$ cat src/rtl/ptg_pkg.sv
package ptg_pkg;

    typedef enum logic [1:0] {
        PH_IDLE = 2'd0,
        PH_UP   = 2'd1,
        PH_DOWN = 2'd2
    } phase_e;

endpackage

$ cat src/rtl/ptg_timebase.sv
module ptg_timebase
    import ptg_pkg::*;
#(
    parameter int CNT_W = 16
) (
    input  logic             clk,
    input  logic             rst_n,
    input  logic [CNT_W-1:0] period_in,
    input  logic             down_in,
    input  logic [CNT_W-1:0] sh_period,
    output phase_e           phase,
    output logic [CNT_W-1:0] count,
    output logic             reload
);

    localparam logic [CNT_W-1:0] ONE  = CNT_W'(1);
    localparam logic [CNT_W-1:0] ZERO = '0;

    phase_e           phase_q, phase_d;
    logic [CNT_W-1:0] count_q, count_d;
    logic             at_end;

    // End-of-period detection per phase
    always_comb begin
        at_end = 1'b1;
        unique case (phase_q)
            PH_IDLE: at_end = 1'b1;
            PH_UP:   at_end = ({1'b0, count_q} + {{CNT_W{1'b0}}, 1'b1})
                              == {1'b0, sh_period};
            PH_DOWN: at_end = (count_q == ZERO);
            default: at_end = 1'b1;
        endcase
    end

    // Next-state and next-count selection
    always_comb begin
        phase_d = phase_q;
        count_d = count_q;
        if (at_end) begin
            if (period_in == ZERO) begin
                phase_d = PH_IDLE;
                count_d = ZERO;
            end else if (down_in) begin
                phase_d = PH_DOWN;
                count_d = period_in - ONE;
            end else begin
                phase_d = PH_UP;
                count_d = ZERO;
            end
        end else begin
            unique case (phase_q)
                PH_UP:   count_d = count_q + ONE;
                PH_DOWN: count_d = count_q - ONE;
                default: count_d = ZERO;
            endcase
        end
    end

    // State register
    always_ff @(posedge clk or negedge rst_n) begin
        if (!rst_n) begin
            phase_q <= PH_IDLE;
            count_q <= ZERO;
        end else begin
            phase_q <= phase_d;
            count_q <= count_d;
        end
    end

    assign phase  = phase_q;
    assign count  = count_q;
    assign reload = at_end;

endmodule

$ cat src/rtl/ptg_shadow.sv
module ptg_shadow #(
    parameter int CNT_W  = 16,
    parameter int CODE_W = 8
) (
    input  logic              clk,
    input  logic              rst_n,
    input  logic              reload,
    input  logic [CNT_W-1:0]  period_in,
    input  logic [CNT_W-1:0]  compare_in,
    input  logic [CODE_W-1:0] code_in,
    input  logic              down_in,
    input  logic              diag_in,
    output logic [CNT_W-1:0]  sh_period,
    output logic [CNT_W-1:0]  sh_compare,
    output logic [CODE_W-1:0] sh_code,
    output logic              sh_down,
    output logic              sh_diag
);

    always_ff @(posedge clk or negedge rst_n) begin
        if (!rst_n) begin
            sh_period  <= '0;
            sh_compare <= '0;
            sh_code    <= '0;
            sh_down    <= 1'b0;
            sh_diag    <= 1'b0;
        end else if (reload) begin
            sh_period  <= period_in;
            sh_compare <= compare_in;
            sh_code    <= code_in;
            sh_down    <= down_in;
            sh_diag    <= diag_in;
        end
    end

endmodule

$ cat src/rtl/ptg_edge_gate.sv
module ptg_edge_gate
    import ptg_pkg::*;
#(
    parameter int CNT_W      = 16,
    parameter int CODE_W     = 8,
    parameter int BLANK_NORM = 3,
    parameter int BLANK_DIAG = 6
) (
    input  phase_e            phase,
    input  logic [CNT_W-1:0]  count,
    input  logic [CNT_W-1:0]  sh_period,
    input  logic [CNT_W-1:0]  sh_compare,
    input  logic [CODE_W-1:0] sh_code,
    input  logic              sh_diag,
    output logic              pwm,
    output logic              trim_ok,
    output logic [CODE_W-1:0] trim_code
);

    localparam int          XW     = CNT_W + 1;
    localparam logic [XW-1:0] BL_N = XW'(BLANK_NORM);
    localparam logic [XW-1:0] BL_D = XW'(BLANK_DIAG);

    logic [XW-1:0] blank_len;
    logic [XW-1:0] cmp_x;
    logic [XW-1:0] per_x;
    logic          up_ok;
    logic          dn_ok;

    assign blank_len = sh_diag ? BL_D : BL_N;
    assign cmp_x     = {1'b0, sh_compare};
    assign per_x     = {1'b0, sh_period};

    // Falling edge at offset C must lie past the window and inside the period
    assign up_ok = (cmp_x >= blank_len) && (cmp_x < per_x);
    // Rising edge at offset P-C must lie past the window, and must exist
    assign dn_ok = (cmp_x != '0) && ((cmp_x + blank_len) <= per_x);

    // Output process
    always_comb begin
        pwm       = 1'b0;
        trim_ok   = 1'b0;
        unique case (phase)
            PH_UP: begin
                pwm     = (count < sh_compare);
                trim_ok = up_ok;
            end
            PH_DOWN: begin
                pwm     = (count < sh_compare);
                trim_ok = dn_ok;
            end
            default: begin
                pwm     = 1'b0;
                trim_ok = 1'b0;
            end
        endcase
        trim_code = trim_ok ? sh_code : '0;
    end

endmodule

$ cat src/rtl/pwm_fine_gate.sv
module pwm_fine_gate
    import ptg_pkg::*;
#(
    parameter int CNT_W      = 16,
    parameter int CODE_W     = 8,
    parameter int BLANK_NORM = 3,
    parameter int BLANK_DIAG = 6
) (
    input  logic              clk,
    input  logic              rst_n,
    input  logic [CNT_W-1:0]  period,
    input  logic [CNT_W-1:0]  compare,
    input  logic [CODE_W-1:0] fine_code,
    input  logic              count_down,
    input  logic              diag_en,
    output logic              pwm_out,
    output logic [CODE_W-1:0] fine_code_out,
    output logic              fine_valid
);

    phase_e            phase;
    logic [CNT_W-1:0]  count;
    logic              reload;
    logic [CNT_W-1:0]  sh_period;
    logic [CNT_W-1:0]  sh_compare;
    logic [CODE_W-1:0] sh_code;
    logic              sh_down;
    logic              sh_diag;

    ptg_timebase #(.CNT_W(CNT_W)) u_tb (
        .clk       (clk),
        .rst_n     (rst_n),
        .period_in (period),
        .down_in   (count_down),
        .sh_period (sh_period),
        .phase     (phase),
        .count     (count),
        .reload    (reload)
    );

    ptg_shadow #(.CNT_W(CNT_W), .CODE_W(CODE_W)) u_sh (
        .clk        (clk),
        .rst_n      (rst_n),
        .reload     (reload),
        .period_in  (period),
        .compare_in (compare),
        .code_in    (fine_code),
        .down_in    (count_down),
        .diag_in    (diag_en),
        .sh_period  (sh_period),
        .sh_compare (sh_compare),
        .sh_code    (sh_code),
        .sh_down    (sh_down),
        .sh_diag    (sh_diag)
    );

    ptg_edge_gate #(
        .CNT_W(CNT_W), .CODE_W(CODE_W),
        .BLANK_NORM(BLANK_NORM), .BLANK_DIAG(BLANK_DIAG)
    ) u_gate (
        .phase      (phase),
        .count      (count),
        .sh_period  (sh_period),
        .sh_compare (sh_compare),
        .sh_code    (sh_code),
        .sh_diag    (sh_diag),
        .pwm        (pwm_out),
        .trim_ok    (fine_valid),
        .trim_code  (fine_code_out)
    );

endmodule

$ cat config.mk
export PLATFORM = sky130hd
export DESIGN_NAME = pwm_fine_gate
export DESIGN_NICKNAME = d
export VERILOG_FILES = /design/src/rtl/ptg_pkg.sv /design/src/rtl/ptg_timebase.sv /design/src/rtl/ptg_shadow.sv /design/src/rtl/ptg_edge_gate.sv /design/src/rtl/pwm_fine_gate.sv
export SDC_FILE = /design/constraint.sdc
export NUM_CORES = 1
export LEC_CHECK = 0
export ABC_AREA = 0
export BUFFER_PORTS_ARGS = -buffer_cell sky130_fd_sc_hd__buf_2
export CORE_ASPECT_RATIO = 0.9
export CORE_UTILIZATION = 35
export DETAILED_ROUTE_END_ITERATION = 16
export PLACE_DENSITY = 0.56
export SLEW_MARGIN = 20
export SYNTH_ARGS = -nofsm -noshare
export SYNTH_HDL_FRONTEND = slang
export SYNTH_SLANG_ARGS = --single-unit
$ cat constraint.sdc
create_clock -name clk -period 5.02 [get_ports clk]
set_clock_uncertainty 0.05 [all_clocks]
set_input_delay 0.753 -clock clk [delete_from_list [all_inputs] [get_ports clk]]
set_output_delay 0.753 -clock clk [all_outputs]
set_load 0.03 [all_outputs]
After elaboration in Yosys (flattened, before gate mapping)
Index checks and enable logic that the tools add are counted.
Storage, ports and cells
  output and inout bits: 10
  register bits after elaboration: 59
  logic and storage cells: 35
Cells by class
  reduce and logical (&&, ||, !) cells: 6
  magnitude comparators: 4
  multiplexer cells: 11
  $add $sub $neg: 5
  eq/ne operators: 3
Operators by type and width (number)
  $mux W16: 3
  $logic_not A16 Y1: 2
  $lt A16 B16 Y1: 2
  $pmux W16 S2: 1
  $sub A16 B1 Y16 const B: 2
  $add A16 B1 Y17 const B: 1
  $add A16 B17 Y17: 1
  $eq A17 B16 Y1: 1
  $ge A16 B17 Y1: 1
  $le A17 B16 Y1: 1
  $reduce_bool A17 Y1: 1
  $add A16 B1 Y16 const B: 1
  $mux W8: 1
  $mux W2: 2
  $pmux W1 S2: 2
  $mux W3: 1
  $eq A2 B1 Y1 const B: 1
  $eq A2 B2 Y1 const B: 1
  $logic_and A1 B1 Y1: 2
  $reduce_or A2 Y1: 1
  $mux W1: 1

Depth between registers and ports, before layout
  depth in word-level cells: 6
  mapped depth: 16
  gate-level depth less buffers: 16

Cells and area by module
A second synthesis with hierarchy kept.
Unflattened totals
  cell total of the unflattened synthesis: 576
  area total of the unflattened synthesis: 5664.2 um^2
By module, submodules not included
  ptg_timebase: instances 1, cells each 273, area an instance 2319.7 um^2
  ptg_shadow: instances 1, cells each 89, area an instance 1765.4 um^2
  ptg_edge_gate: instances 1, cells each 214, area an instance 1579.0 um^2

Worst setup path before layout
Ideal clock, no wire load.
  path kind: reg-to-output
  start point: reg u_sh.sh_diag
  end point: out fine_code_out[0]
  data arrival time: 3.469 ns
  setup slack: 0.748 ns
  buffers on the path: 0
  stages on the path, launching flop included: 17
  cell sequence: dfrtp_1 -> inv_1 -> ha_1 -> inv_1 -> ha_1 -> o21bai_1 -> and3_1 -> nand3_1 -> xnor2_1 -> ha_1 -> a21o_1 -> a21o_1 -> a21oi_1 -> o21ai_0 -> a221oi_1 -> o21ai_1 -> a21boi_0
Between the ends
  longest elaborated chain between the ends: 6
  elaborated cells between the ends (all ways): 8
Ends and longest elaborated chain
  start, declared: line ptg_shadow.sv:17  | output logic sh_diag
  start signal, assigned: line ptg_shadow.sv:32  | sh_diag <= diag_in;
  $mux W3 *: line ptg_edge_gate.sv:30  | assign blank_len = sh_diag ? BL_D : BL_N;
  $add A16 B17 Y17: line ptg_edge_gate.sv:37  | assign dn_ok = (cmp_x != '0) && ((cmp_x + blank_len) <= per_x);
  $le A17 B16 Y1: line ptg_edge_gate.sv:37
  $logic_and A1 B1 Y1: line ptg_edge_gate.sv:37
  $pmux W1 S2 *: line ptg_edge_gate.sv:43  | unique case (phase)
  $mux W8 *: line ptg_edge_gate.sv:57  | trim_code = trim_ok ? sh_code : '0;
  end, declared: line pwm_fine_gate.sv:17  | output logic [CODE_W-1:0] fine_code_out,
Every way passes the cells marked *; elsewhere a longest branch is shown, timed or not.

Worst setup path after layout
  start point: reg u_sh.sh_compare[3]
  end point: out fine_code_out[6]
Between the ends
  longest elaborated chain between the ends: 5
  elaborated cells between the ends (all ways): 9
Ends and longest elaborated chain
  start, declared: line ptg_shadow.sv:14  | output logic [CNT_W-1:0] sh_compare,
  start signal, assigned: line ptg_shadow.sv:29  | sh_compare <= compare_in;
  $add A16 B17 Y17: line ptg_edge_gate.sv:37
  $le A17 B16 Y1: line ptg_edge_gate.sv:37
  $logic_and A1 B1 Y1: line ptg_edge_gate.sv:37
  $pmux W1 S2 *: line ptg_edge_gate.sv:43
  $mux W8 *: line ptg_edge_gate.sv:57
Marked as above.

==> reports/qor.csv <==
metric,value,unit
first-pass GRT wire length,23.09,mm
Cell variety after synth,65,
syn_nets,680,
Tmin final,4704,ps
fin util,41.21,%
post-synthesis adder-cell area fraction,16.52,%
Post-Route WL,13.83,mm
Detail Route Antenna Nets,0,
FP Rows,42,
Peak Freq,0.2126,GHz
post-synthesis mux area share,12.16,%
chip width,133.2,µm
Vias/cell,5.382,
I/O Pins,54,
Placed Cells,810,
clock buffer depth,2,
"Avg Cell Area, Syn",9.600,µm²
final-report hold violation count,0,
Final Max Slew Viols,0,
H-tree depth,3,
DP Wirelength,10.85,mm
Initial Utilization,36.34,%
Critical Path Start Type,flip-flop,
vias in the first global route,4469,
drt first pass iters,4,
critical-path maximum fanout,9,
CTS sink count,59,
share of cells above drive strength 1,20.73,%
largest family of logic cells by synthesized area,adder cells,
Leakage Power,2.842,nW
max-cap viol count,0,
asr flop ratio synth,100.0,%
Synth-to-Final Area Change,13.38,%
nature of the critical path endpoint,output port,
die height,120.1,µm
clock-pin slew on the worst setup and hold paths,50,ps
post-cts hold buffer count,0,
antenna cells,0,
1st-iter DRT viols,204,
Worst Hold Class,flip-flop to flip-flop,
die area,16000,µm²
Synth Flop Type,dfrtp_1,
yosys warns,0,
Fin Setup TNS,0,ps
Placeable Area,14920,µm²
maximum vdd drop,0.0004405,V
post-synthesis xor/xnor area fraction,8.535,%
simple-gate portion of the synthesized area,14.76,%
Port Buffer Count,53,
period utilisation layout,93.71,%
hold_ws,447.5,ps
CP arrival,3900,ps
Nets,738,
Non-Filler Instances,825,
unrepaired setup endpoints after global routing,no,
Pwr Density,810.4,nW/µm²
CTS Buf Count,9,
DRC Markers,0,
crit path kind,flip-flop to output port,
CTS tree,built,
post-synthesis sequential element count,59,
Synth Cell Area,5424,µm²
GRT overflow,0,
drt wl/cell,16.76,µm
initial antenna violation count,0,
"EDFF count, synth",0,
outcome,completed,
post-synthesis compound-gate area fraction,15.66,%
"Clk Latency, worst-skew pair",330,ps
GPL Wtd Cong,0.8219,
Root Driver,clkbuf_16,
Post-Syn Instances,565,
worst slew pin tran,773.5,ps
Final Setup Violations,0,
"Req. time, crit path",4220,ps
sequential area share after synthesis,27.22,%
largest net degree at the start of global routing,60,
relative slew slack,47.10,%
Total GRT Usage,18.24,%
via count,4440,
[Yosys cell counts, types with 10 or more instances]
| cell type | instances | share of area [%] |
|---|---|---|
| a21boi_0 | 10 | 1.4 |
| xnor2_1 | 35 | 5.7 |
| inv_1 | 46 | 3.2 |
| nor4_1 | 10 | 1.2 |
| nor3_1 | 10 | 0.92 |
| o21ai_0 | 19 | 1.8 |
| xor2_1 | 16 | 2.6 |
| mux2i_1 | 13 | 2.4 |
| nand2_1 | 34 | 2.4 |
| nand4_1 | 13 | 1.5 |
| nand3_1 | 14 | 1.3 |
| ha_1 | 70 | 16 |
| a21oi_1 | 21 | 1.9 |
| mux2_2 | 45 | 9.3 |
| nor2_1 | 27 | 1.9 |
| a21o_1 | 17 | 2.4 |
| dfrtp_1 | 59 | 27 |
[through the flow]
step	area, µm²	worst slack, ps	power (W)
detailed placement	5873	629.4	0.004395
finish	6150	315.9	0.004984
global route	6150	51.55	0.005461
CTS	6142	254.3	0.004994
floorplan	5424	747.5	0.003685
global placement	5873	766.6	0.004268
[area by class of cell]
| class | count | area (µm²) |
|---|---|---|
| fillers | 1495 | 8775 |
| inverters | 46 | 172.7 |
| repair buffers | 57 | 307.8 |
| clock buffers | 10 | 239.0 |
| clock inverters | 5 | 30.03 |
| multi-input cells | 450 | 3676 |
| flip-flops and latches | 59 | 1476 |
| well taps | 198 | 247.7 |
[cell families (layout without fill, tap and decap cells)]
kind of cell / Yosys count / after routing
and+or+nand+nor: 147 / 147
AOI/OAI and AO/OA: 120 / 120
adders and majority gates: 71 / 71
muxes: 60 / 60
DFF: 59 / 59
buffers and inverters: 56 / 118
xor gates and xnor gates: 52 / 52
[flip-flops by register name (all words and copies together) (netlist names)]
register	flops
u_sh.sh_compare	16
u_tb.count	16
u_sh.sh_diag	1
u_sh.sh_period	16
u_sh.sh_code	8
u_tb.phase	2
[worst paths after layout]
kind	from	to	slack, ps	cells past startpoint
setup / recovery	u_sh.sh_compare[3]$_DFFE_PN0N_	fine_code_out[6]	320	14
hold / removal	u_sh.sh_code[4]$_DFFE_PN0N_	u_sh.sh_code[4]$_DFFE_PN0N_	450	1
setup reg to reg	u_tb.count[0]$_DFF_PN0_	u_tb.phase[1]$_DFFE_PN0N_	1230	8
hold reg to reg	u_sh.sh_code[4]$_DFFE_PN0N_	u_sh.sh_code[4]$_DFFE_PN0N_	450	1
max in group asynchronous	rst_n	u_sh.sh_compare[9]$_DFFE_PN0N_	3860	2
min in group asynchronous	rst_n	u_tb.count[2]$_DFF_PN0_	530	2
[cell usage in the layout (no fill, tap or decap), types with 19 or more instances in the layout]
cell type / instances
mux2_2: 45
nor2_1: 27
a21oi_1: 21
inv_1: 46
dfrtp_1: 59
o21ai_0: 19
buf_2: 53
ha_1: 70
nand2_1: 34
xnor2_1: 35
[power by group]
part           switching (W)  internal (W)  leakage, nW  total, W
Combinational        0.00173       0.00154         2.01   0.00327
Clock               0.000221      0.000341        0.130  0.000562
Sequential          0.000420      0.000737        0.699   0.00116
[worst max-delay path, cell delays in order (launching register included)]
cell,delay [ps]
dfrtp_1,480
inv_1,140
nor4_1,550
and3_1,320
nand3_1,110
xnor2_1,150
ha_1,300
a21o_1,170
a21o_1,170
a21oi_1,150
o21ai_0,110
a221oi_1,290
o21ai_2,180
a21boi_0,220
buf_2,230
[metal layers]
layer	up-vias	global-route usage [%]	routed length [µm]
li1	2186	-	-
met4	0	2.415	61
met1	2156	24.95	6734
met2	91	30.27	6406
met5	-	0	0
met3	7	3.760	623
[what timing repair did]
action,CTS,global route
setup buffers,0,0
endpoints found under the setup margin,0,8
resized for setup,0,2
No activity file was read; power rests on OpenSTA's default activity.
